`src/rtl/gpio_mask_port.sv`:
```
module gpio_mask_port #(
  parameter int ADDR_W = 5
) (
  input  logic              clk,
  input  logic              rst_n,
  input  logic              wr_en,
  input  logic              rd_en,
  input  logic [ADDR_W-1:0] addr,
  input  logic [31:0]       wdata,
  output logic [31:0]       rdata,
  input  logic [31:0]       pad_in,
  output logic [31:0]       pad_oe,
  output logic [31:0]       pad_out
);
  localparam int HALF = 16;
  localparam logic [ADDR_W-1:0] A_DIR_SET = ADDR_W'(5'h00);
  localparam logic [ADDR_W-1:0] A_DIR_CLR = ADDR_W'(5'h04);
  localparam logic [ADDR_W-1:0] A_OUT_LO  = ADDR_W'(5'h08);
  localparam logic [ADDR_W-1:0] A_OUT_HI  = ADDR_W'(5'h0C);
  localparam logic [ADDR_W-1:0] A_PIN_IN  = ADDR_W'(5'h10);

  logic [31:0] dir_q, lvl_q, sync1_q, sync2_q;

  always_ff @(posedge clk or negedge rst_n) begin
    if (!rst_n) begin
      dir_q <= '0;
    end else if (wr_en && addr == A_DIR_SET) begin
      dir_q <= dir_q | wdata;
    end else if (wr_en && addr == A_DIR_CLR) begin
      dir_q <= dir_q & ~wdata;
    end
  end

  always_ff @(posedge clk or negedge rst_n) begin
    if (!rst_n) begin
      lvl_q <= '0;
    end else if (wr_en) begin
      for (int i = 0; i < HALF; i++) begin
        if (addr == A_OUT_LO && wdata[HALF+i]) lvl_q[i]      <= wdata[i];
        if (addr == A_OUT_HI && wdata[HALF+i]) lvl_q[HALF+i] <= wdata[i];
      end
    end
  end

  always_ff @(posedge clk or negedge rst_n) begin
    if (!rst_n) begin
      sync1_q <= '0;
      sync2_q <= '0;
    end else begin
      sync1_q <= pad_in;
      sync2_q <= sync1_q;
    end
  end

  always_ff @(posedge clk or negedge rst_n) begin
    if (!rst_n) begin
      rdata <= '0;
    end else if (rd_en) begin
      case (addr)
        A_DIR_SET, A_DIR_CLR: rdata <= dir_q;
        A_OUT_LO:             rdata <= {16'b0, lvl_q[HALF-1:0]};
        A_OUT_HI:             rdata <= {16'b0, lvl_q[31:HALF]};
        A_PIN_IN:             rdata <= sync2_q;
        default:              rdata <= '0;
      endcase
    end
  end

  assign pad_oe  = dir_q;
  assign pad_out = lvl_q & dir_q;
endmodule

```
`config.mk`:
```
export PLATFORM = sky130hd
export DESIGN_NAME = gpio_mask_port
export DESIGN_NICKNAME = d
export VERILOG_FILES = /design/src/rtl/gpio_mask_port.sv
export SDC_FILE = /design/constraint.sdc
export NUM_CORES = 1
export LEC_CHECK = 0
export CORE_ASPECT_RATIO = 1.2
export CORE_MARGIN = 2
export CORE_UTILIZATION = 52
export CTS_CLUSTER_DIAMETER = 120
export DETAILED_ROUTE_END_ITERATION = 16
export PLACE_DENSITY = 0.84
export SYNTH_ARGS = -nofsm -noshare
export SYNTH_HDL_FRONTEND = slang
export SYNTH_SLANG_ARGS = --single-unit
export TNS_END_PERCENT = 100
```
`constraint.sdc`:
```
create_clock -name clk -period 1.65 [get_ports clk]
set_clock_uncertainty 0.15 [all_clocks]
set_input_delay 0.2475 -clock clk [delete_from_list [all_inputs] [get_ports clk]]
set_output_delay 0.2475 -clock clk [all_outputs]
set_load 0.05 [all_outputs]
```
==> summary.txt <==
core area = 12,100 sq um
Post-synth EDFFs = 0
Mapped Cells = 513
clk buf depth = 2
first-pass GRT wire length = 29.9 mm
Hold WC Path Type = primary input to flip-flop
GRT Residual Overflow = 0
n_diodes = 0
Syn Area/Cell = 12.6 sq um
slowest stage delay, CP = 0.45 ns
post-synth top area cell = dfrtp_1
Layout area overhead = 55.7%
mapped cell area = 6470 sq um
CP cell instances = and2_1, buf_12
initial core utilization = 0.534
Hold Violations, Final = 0
critical path arrival = 1.23 ns
Fmax achieved = 0.615 GHz
Crit path required time = 1.25 ns
io pins = 169
CP Capture Type = output port
RD Place Congestion = 0.890
sequential share of the synthesized area = 0.619
WL/cell = 21.7 microns
ys async rst share = 1.00
worst path bufs/invs = 1
die width = 106 microns
most frequent cell after synthesis = dfrtp_1
relative slew slack = 0.761
drt first pass iters = 6
clk_lat worst skew = 0.41 ns
Die Y = 126 microns
Cell Pwr Density = 1170 nW/um^2
largest net degree at the start of global routing = 65
Nets = 773
RSZ-0062 raised after global routing = false
synth warn = 0
Synth Net Count = 586
Reg clk slew, reported paths = 0.06 ns
IO Port Bufs = 168
layout cells sized above 1 = 0.299
post-synth top area share = 0.619
DP HPWL = 13.1 mm
clk sink count = 160
CP Class = flip-flop to output port
Final Core Density = 0.832
number of max-cap violations = 0
die area = 13,400 sq um
Post-Route WL = 18.9 mm
Finish-stage setup viols = 0
vias in the first global route = 5,492
status = complete, no violations
vias = 5,115
count of different cell masters after synthesis = 27
family with the most delay on the worst path = flip-flops
Peak supply drop = 0.775 mV
LEAKAGE = 4.66 nW
remaining antenna violation count = 0
Vias/cell = 5.85
DRC = 0
Yosys reg bits = 160
max-slew violation count = 0
Num CTS Buffers = 17
Tmin final = 1.63 ns
Post-synth top flop = dfrtp_1
Min-Delay Startpoint = pad_in[19]
CP max stage cell = dfrtp_2
number of antenna violations at the first check in global routing = 0
Total GRT Usage = 0.294
most frequent cells after synthesis = 160 x dfrtp_1, 48 x inv_1, 48 x mux2i_1, 33 x nand3_1
fin crit share = 0.985
Root Driver = clkbuf_16
CTS H-tree depth = 4
CP Launch Type = flip-flop
row count = 44
total chip power = 0.0118 W
slew of the pin with the lowest slew margin = 0.359 ns
CTS tree = built
synth top area cells = dfrtp_1 62%, mux2i_1 7.4%, mux2_2 3.5%, and2_1 3.1%, nand4_1 3.1%
Iteration-0 DRC Markers = 340
crit path max fanout = 4
==> layer usage <==
metal | global-route usage | vias up | routed length [microns]
met1 | 0.358 | 2565 | 6720
met2 | 0.513 | 296 | 10200
met3 | 0.0642 | 48 | 1500
met5 | 0 | - | 0
li1 | - | 2206 | -
met4 | 0.110 | 0 | 548
==> repair_timing <==
item | 4_1_cts | 5_1_grt
resized for setup | 11 | 12
pin swaps | 0 | 0
hold endpoints to repair | 160 | 0
hold buffers | 1 | 0
endpoints found under the setup margin | 28 | 13
setup buffers | 1 | 1
gates cloned | 0 | 0
==> layout by cell type (no fill, tap or decap), types with 2 or more instances in the layout <==
master / synthesis / routed
dfrtp_1: 160 / 142
mux2i_1: 48 / 48
buf_6: 0 / 2
clkbuf_8: 0 / 3
mux2_2: 20 / 20
dfrtp_2: 0 / 18
inv_1: 48 / 48
clkinvlp_4: 0 / 3
mux2_1: 12 / 12
inv_6: 0 / 2
dlygate4sd2_1: 0 / 2
clkdlybuf4s50_1: 0 / 67
and2_4: 0 / 2
nand2b_1: 16 / 16
clkinv_4: 0 / 3
nand4_1: 32 / 32
buf_12: 0 / 98
and2_1: 32 / 30
a32oi_1: 16 / 16
o221ai_1: 16 / 16
clkbuf_16: 0 / 17
a2bb2oi_1: 16 / 16
clkinv_2: 0 / 2
o22ai_1: 16 / 16
nand3_1: 33 / 33
buf_2: 13 / 2
buf_4: 3 / 34
==> cell families after synthesis <==
kind of cell           Yosys count  share of synthesized area
buffers and inverters           86                     0.0542
muxes                           80                      0.130
DFF                            160                      0.619
and+or+nand+nor                122                      0.116
AOI/OAI and AO/OA               65                     0.0812
==> report_power, final <==
part | total [W] | switching [W] | internal (W)
Sequential | 0.00469 | 0.000390 | 0.00430
Combinational | 0.00331 | 0.00174 | 0.00157
Clock | 0.00376 | 0.00156 | 0.00221
Total | 0.0118 | 0.00369 | 0.00807
==> per-stage QoR <==
stage               TNS (ns)  instance area (sq um)  setup slack [ns]  hold WS (ns)  std cells
floorplan                  0                   6470             0.109        -0.198        513
global placement      -33.07                   9440            -0.379       0.00739        839
detailed placement    -38.97                   9440            -0.475        0.0114        839
CTS                        0                  10000           0.00111         0.111        873
global route               0                  10100           0.00115         0.114        874
finish                     0                  10100            0.0240         0.119        874
==> worst paths after layout <==
path,to,slack [ns],cells past startpoint
worst max register to register,rdata[4]$_DFFE_PN0P_,0.43,3
worst min-delay path,sync1_q[19]$_DFF_PN0_,0.12,1
min in group asynchronous,async pin,0.14,2
max in group asynchronous,async pin,0.63,3
worst min register to register,sync2_q[20]$_DFF_PN0_,0.20,0
worst max-delay path,pad_out[17],0.02,2
==> final cells by class <==
type                       instances  area, sq um
clock buffer                      21          470
clock inverter                    11          106
fill                             599         2040
inverter                          48          180
multi-input combinational        267         2140
sequential                       160         4030
tap                              161          201
timing repair buffer             206         2950
Power figures use the tool's default switching activity.
